--- config.mk ---
export PLATFORM = sky130hd
export DESIGN_NAME = csc_unit
export DESIGN_NICKNAME = d
export VERILOG_FILES = /design/src/rtl/csc_unit.sv
export SDC_FILE = /design/constraint.sdc
export NUM_CORES = 2
export LEC_CHECK = 0
export BUFFER_PORTS_ARGS = -buffer_cell sky130_fd_sc_hd__buf_2
export CAP_MARGIN = 0
export CELL_PAD_IN_SITES_DETAIL_PLACEMENT = 2
export CELL_PAD_IN_SITES_GLOBAL_PLACEMENT = 2
export CORE_ASPECT_RATIO = 1.75
export CORE_UTILIZATION = 25
export CTS_BUF_LIST = sky130_fd_sc_hd__clkbuf_16
export DETAILED_ROUTE_END_ITERATION = 8
export PLACE_DENSITY_LB_ADDON = 0.15
export RECOVER_POWER = 50
export SYNTH_ARGS = -nofsm -noshare
export SYNTH_HDL_FRONTEND = slang
export SYNTH_SLANG_ARGS = --single-unit
--- constraint.sdc ---
create_clock -name clk -period 6.4 [get_ports clk]
set_clock_uncertainty 0.05 [all_clocks]
set_input_delay 0 -clock clk [delete_from_list [all_inputs] [get_ports clk]]
set_output_delay 0 -clock clk [all_outputs]
set_load 0.01 [all_outputs]
--- src/rtl/csc_unit.sv ---
module csc_unit #(
  parameter int CW = 10,
  parameter int KW = 13,
  parameter int KF = 9
) (
  input  logic            clk,
  input  logic            rst_n,
  input  logic            cfg_we,
  input  logic [4:0]      cfg_addr,
  input  logic [KW-1:0]   cfg_wdata,
  input  logic            in_valid,
  input  logic [3*CW-1:0] in_pix,
  output logic            out_valid,
  output logic [3*CW-1:0] out_pix
);
  localparam int NK = 9;
  localparam int PW = KW + CW + 1;
  localparam int SW = PW + 2;
  localparam int RW = SW - KF + 1;

  logic en_s, sel_s, en_a, sel_a;
  logic [2*NK-1:0][KW-1:0] k_s, k_a;
  logic [1:0][CW-1:0] off_s, off_a, max_s, max_a, min_s, min_a;
  logic busy;
  logic v1, e1, v2, e2, out_en;
  logic [3*CW-1:0] b1, b2, clamped;
  logic signed [PW-1:0] prod [NK];
  logic signed [PW-1:0] p1 [NK];
  logic signed [SW-1:0] acc [3];
  logic signed [RW-1:0] s2n [3];
  logic signed [RW-1:0] s2 [3];
  logic signed [RW-1:0] hi [3];
  logic signed [RW-1:0] lo [3];

  assign busy = in_valid | v1 | v2;

  always_ff @(posedge clk or negedge rst_n) begin
    if (!rst_n) begin
      en_s  <= 1'b0;
      sel_s <= 1'b0;
      k_s   <= '0;
      off_s <= '0;
      max_s <= {2{{CW{1'b1}}}};
      min_s <= '0;
    end else if (cfg_we) begin
      case (cfg_addr) inside
        5'd0: begin
          en_s  <= cfg_wdata[0];
          sel_s <= cfg_wdata[1];
        end
        [5'd1:5'd9]:   k_s[cfg_addr - 5'd1] <= cfg_wdata;
        [5'd17:5'd25]: k_s[cfg_addr - 5'd8] <= cfg_wdata;
        5'd10: off_s[0] <= cfg_wdata[CW-1:0];
        5'd11: off_s[1] <= cfg_wdata[CW-1:0];
        5'd12: max_s[0] <= cfg_wdata[CW-1:0];
        5'd13: min_s[0] <= cfg_wdata[CW-1:0];
        5'd14: max_s[1] <= cfg_wdata[CW-1:0];
        5'd15: min_s[1] <= cfg_wdata[CW-1:0];
        default: ;
      endcase
    end
  end

  always_ff @(posedge clk or negedge rst_n) begin
    if (!rst_n) begin
      en_a  <= 1'b0;
      sel_a <= 1'b0;
      k_a   <= '0;
      off_a <= '0;
      max_a <= {2{{CW{1'b1}}}};
      min_a <= '0;
    end else if (!busy) begin
      en_a  <= en_s;
      sel_a <= sel_s;
      k_a   <= k_s;
      off_a <= off_s;
      max_a <= max_s;
      min_a <= min_s;
    end
  end

  always_comb begin
    for (int i = 0; i < NK; i++)
      prod[i] = PW'($signed(k_a[(sel_a ? NK : 0) + i]))
              * PW'($signed({1'b0, in_pix[(i % 3)*CW +: CW]}));
  end

  always_comb begin
    for (int c = 0; c < 3; c++) begin
      acc[c] = SW'(p1[3*c]) + SW'(p1[3*c+1]) + SW'(p1[3*c+2]) + SW'(1 <<< (KF-1));
      s2n[c] = RW'(acc[c] >>> KF) + RW'($signed(off_a[c == 0 ? 0 : 1]));
    end
  end

  always_comb begin
    for (int c = 0; c < 3; c++) begin
      hi[c] = $signed(RW'(max_a[c == 0 ? 0 : 1]));
      lo[c] = (min_a[c == 0 ? 0 : 1] > max_a[c == 0 ? 0 : 1]) ? hi[c]
            : $signed(RW'(min_a[c == 0 ? 0 : 1]));
      if (s2[c] > hi[c])      clamped[c*CW +: CW] = hi[c][CW-1:0];
      else if (s2[c] < lo[c]) clamped[c*CW +: CW] = lo[c][CW-1:0];
      else                    clamped[c*CW +: CW] = s2[c][CW-1:0];
    end
  end

  always_ff @(posedge clk or negedge rst_n) begin
    if (!rst_n) begin
      v1 <= 1'b0; e1 <= 1'b0; b1 <= '0;
      v2 <= 1'b0; e2 <= 1'b0; b2 <= '0;
      out_valid <= 1'b0; out_en <= 1'b0; out_pix <= '0;
      for (int i = 0; i < NK; i++) p1[i] <= '0;
      for (int c = 0; c < 3; c++) s2[c] <= '0;
    end else begin
      v1 <= in_valid; e1 <= en_a; b1 <= in_pix;
      for (int i = 0; i < NK; i++) p1[i] <= prod[i];
      v2 <= v1; e2 <= e1; b2 <= b1;
      for (int c = 0; c < 3; c++) s2[c] <= s2n[c];
      out_valid <= v2;
      out_en    <= e2;
      out_pix   <= e2 ? clamped : b2;
    end
  end

  logic [1:0] age;
  always_ff @(posedge clk or negedge rst_n) begin
    if (!rst_n) age <= 2'd0;
    else if (age != 2'd3) age <= age + 2'd1;
  end

  assert_latency_R1: assert property (@(posedge clk) disable iff (!rst_n)
    (age == 2'd3) |-> (out_valid == $past(in_valid, 3)));

  assert_bypass_R2: assert property (@(posedge clk) disable iff (!rst_n)
    (age == 2'd3 && out_valid && !out_en) |-> (out_pix == $past(in_pix, 3)));

  assert_clamp_hi_R6: assert property (@(posedge clk) disable iff (!rst_n)
    (out_valid && out_en) |-> (out_pix[CW-1:0] <= max_a[0] &&
      out_pix[2*CW-1:CW] <= max_a[1] && out_pix[3*CW-1:2*CW] <= max_a[1]));

  assert_clamp_lo_R6: assert property (@(posedge clk) disable iff (!rst_n)
    (out_valid && out_en && min_a[0] <= max_a[0]) |-> (out_pix[CW-1:0] >= min_a[0]));

  assert_inverted_R7: assert property (@(posedge clk) disable iff (!rst_n)
    (out_valid && out_en && min_a[1] > max_a[1]) |->
      (out_pix[2*CW-1:CW] == max_a[1] && out_pix[3*CW-1:2*CW] == max_a[1]));

  assert_cfg_hold_R9: assert property (@(posedge clk) disable iff (!rst_n)
    busy |=> ($stable(k_a) && $stable(off_a) && $stable(max_a) &&
              $stable(min_a) && $stable(en_a) && $stable(sel_a)));
endmodule

==> impl_metrics.yaml <==
run_status:
  outcome: "finished with violations"
  violations: "max-capacitance violations, max-slew violations"
floorplan:
  initial_utilization_pct: 25.12
  dieHeight_um: 785.5
  core_area_um2: 349000
  die_w_um: 449.7
  dieArea_um2: 353200
  num_io_pins: 83
  placementRows: 287
timing:
  fin_crit_sh_pct: 98.71
  fin_crit_ns: 6.318
  timing.final.hold_violations: 0
  rsz0062_at_grt: "yes"
  setup_viol: 0
  fmax_mhz: 158.3
  drv_slew: 1105
  slew_headroom_pct: -130.6
  tightestPinTransition_ns: 3.459
  setup_ws_ns: 0.08239
  holdWs_ns: 0.02043
global_route:
  antenna_found_initial: 26
  grt_pass1_vias: 72010
  grt_start_max_net_pins: 171
  track_usage_pct: 17.73
  grt_pass1_wl_um: 465500
  grt-ovfl-total: 0
setup_path:
  crit_buf_inv: 7
  cp_common_cell: "fa_1"
  crit_path_top_delay_cell: "fa_1"
  worstPathMaxFanout: 5
  crit_type: "reg -> reg"
  worstPathCellList: "buf_12 > buf_16 > buf_12 > mux2_4 > buf_4 > and2_4 > fa_1 > inv_1 > fa_1 > inv_1 > fa_1 > fa_1 > fa_1 > ha_4 > or3_4 > o32ai_4 > nand4b_1 > a31oi_4 > o41ai_4 > buf_4 > o21bai_1 > a21oi_2 > xnor2_1"
  startpoint: "sel_a$_DFFE_PN0N_"
  worst_path_largest_cell_delay_ns: 0.53
  worstPathArrival_ns: 6.92
  cp-start-kind: "flip-flop"
  critical-path-top-delay-family: "adder cells"
  r2r_start: "sel_a$_DFFE_PN0N_"
  crit_path_end_kind: "flip-flop"
  required_ns: 7.01
route:
  vias_per_cell: 4.459
  drt-initial-drc-count: 1603
  drc_errors: 0
  drt_first_pass_iters: 5
  via_count: 59720
  drt-wirelength-per-cell_um: 23.17
  postRouteAntennaNets: 0
  routed_wirelength_um: 310300
worst_hold_path:
  hp-start: "cfg_wdata[9]"
  hold_path.class: "in -> reg"
synthesis:
  synth_edf_count: 0
  postSynth.asyncResetShare_pct: 100.0
  yosys_warnings: 0
  synth_nets: 10170
  synth.most_common_cell: "inv_1"
  synth_top_area_share_pct: 26.51
  synthTopCellsByCount: "inv_1 (1528), fa_1 (1161), dfrtp_1 (917)"
  syn_inst: 8192
  synth_top_area_cell: "fa_1"
  synth.avg_cell_area_um2: 10.70
  netlist_area_um2: 87690
  synth-main-ff-cell: "dfrtp_1"
  synthTopCellsByArea: "fa_1 (27%), dfrtp_1 (26%), ha_1 (11%), mux2_2 (8.8%), inv_1 (6.5%)"
  post_synth_num_cell_types: 80
  yosys_register_bits: 957
  ys_seq_area_share_pct: 27.37
clock_tree:
  cts_made_buffers: 105
  cts_sinks: 957
  htreeDepth: 3
  clock_path_buffers: 3
  clockRootBuffer: "clkbuf_16"
  clk_pin_slew_ns: 0.07
  clkLatencyLatePin_ns: 0.75
  cts_tree: "done"
finish:
  finalNetCount: 10640
  multi_input_area_um2: 58230
  layout-drive-gt1-share_pct: 17.89
  n_fill_cell: 38020
  stdcell_area_um2: 102200
  register_area_um2: 24000
  syn_to_final_growth_pct: 16.55
  finalNonFillerCells: 13390
placed_design:
  place_ws_ns: -0.1992
  place_inst: 13070
  post_dp_cell_area_um2: 96510
  port_buffers: 82
  globalplace.congestion: 0.8094
  dpl.hpwl_um: 246900
job:
  maxCapViolations: 21
==> per-layer routing <==
layer / vias up / track usage, % / wire length (um)
met2: 596 / 36.74 / 181100
met3: 338 / 1.199 / 6314
li1: 26720 / - / -
met4: 2 / 5.205 / 11070
met5: - / 0 / 13
met1: 32060 / 18.57 / 111800
==> registers in the layout (all words and copies together), names as in the netlist <==
register   count
s2            54
max_s         20
b2            30
off_a         20
e2             1
v1             1
min_s         20
b1            30
e1             1
sel_s          1
sel_a          1
min_a         20
out_pix       30
off_s         20
k_a          234
en_a           1
v2             1
k_s          234
p1           216
out_valid      1
en_s           1
hi            20
==> cells by family (layout without fill, tap and decap cells) <==
kind of cell | count (synthesis) | after routing | share of synthesized area (%)
fa+ha+maj | 1922 | 1922 | 37.36
flops | 957 | 957 | 27.37
other cells | 0 | 16 | 0
mux | 732 | 734 | 9.333
simple gates | 1843 | 1843 | 10.42
buf+inv | 1760 | 2320 | 7.541
compound gates | 690 | 690 | 5.094
xor+xnor | 288 | 288 | 2.877
==> worst paths after layout <==
| kind | slack, ns | to | cells past startpoint |
|---|---|---|---|
| worst max-delay path | 0.08 | p1[117]$_DFF_PN0_ | 23 |
| worst min-delay path | 0.02 | max_s[9]$_DFFE_PN1P_ | 2 |
| worst max register to register | 0.08 | p1[117]$_DFF_PN0_ | 23 |
| worst min register to register | 0.30 | b2[13]$_DFF_PN0_ | 0 |
| max in group asynchronous | 1.14 | k_a[85]$_DFFE_PN0N_ | 4 |
| min in group asynchronous | 2.10 | max_s[7]$_DFFE_PN1P_ | 3 |
==> layout by cell type, fill, tap and decap left out, types with 22 or more instances in the layout <==
cell type	n
a21o_1	77
a21oi_1	193
and2_1	463
and3_1	34
buf_12	28
buf_4	389
clkbuf_1	76
clkbuf_16	109
dfrtp_1	915
dfstp_2	40
dlygate4sd3_1	49
fa_1	1144
ha_1	733
inv_1	1528
mux2_2	650
mux2_4	37
mux2i_1	44
nand2_1	744
nand2b_1	44
nand3_1	59
nor2_1	160
nor2b_1	154
nor3_1	58
o21a_1	57
o21ai_0	115
o21bai_1	22
o22ai_1	29
xnor2_1	225
xor2_1	56
==> timing repair <==
action	CTS	global route
gates resized for setup	16	264
hold buffers	50	0
setup buffers	7	50
gates cloned	0	5
pin swaps	0	124
endpoints found under the setup margin	17	36
hold endpoints to repair	618	0
==> through the flow <==
| stage | TNS (ns) | utilization [%] |
|---|---|---|
| floorplan | 0 | - |
| finish | 0 | 29.28 |
| detailed placement | -1.125 | 27.65 |
| global route | -1.082 | 29.27 |
| CTS | 0 | 28.86 |
| global placement | -0.2744 | 27.65 |
==> final cells by class <==
type | count | area share [%]
multi-input combinational | 5477 | 56.97
sequential | 957 | 23.48
tap | 4624 | 5.661
inverter | 1528 | 5.612
timing repair buffer | 597 | 4.738
clock buffer | 106 | 2.595
clock inverter | 89 | 0.9010
antenna | 16 | 0.03917
Power is left out: the tool's default activity adds up to more than one toggle a clock period on the data nets, which glitch-free logic cannot reach.
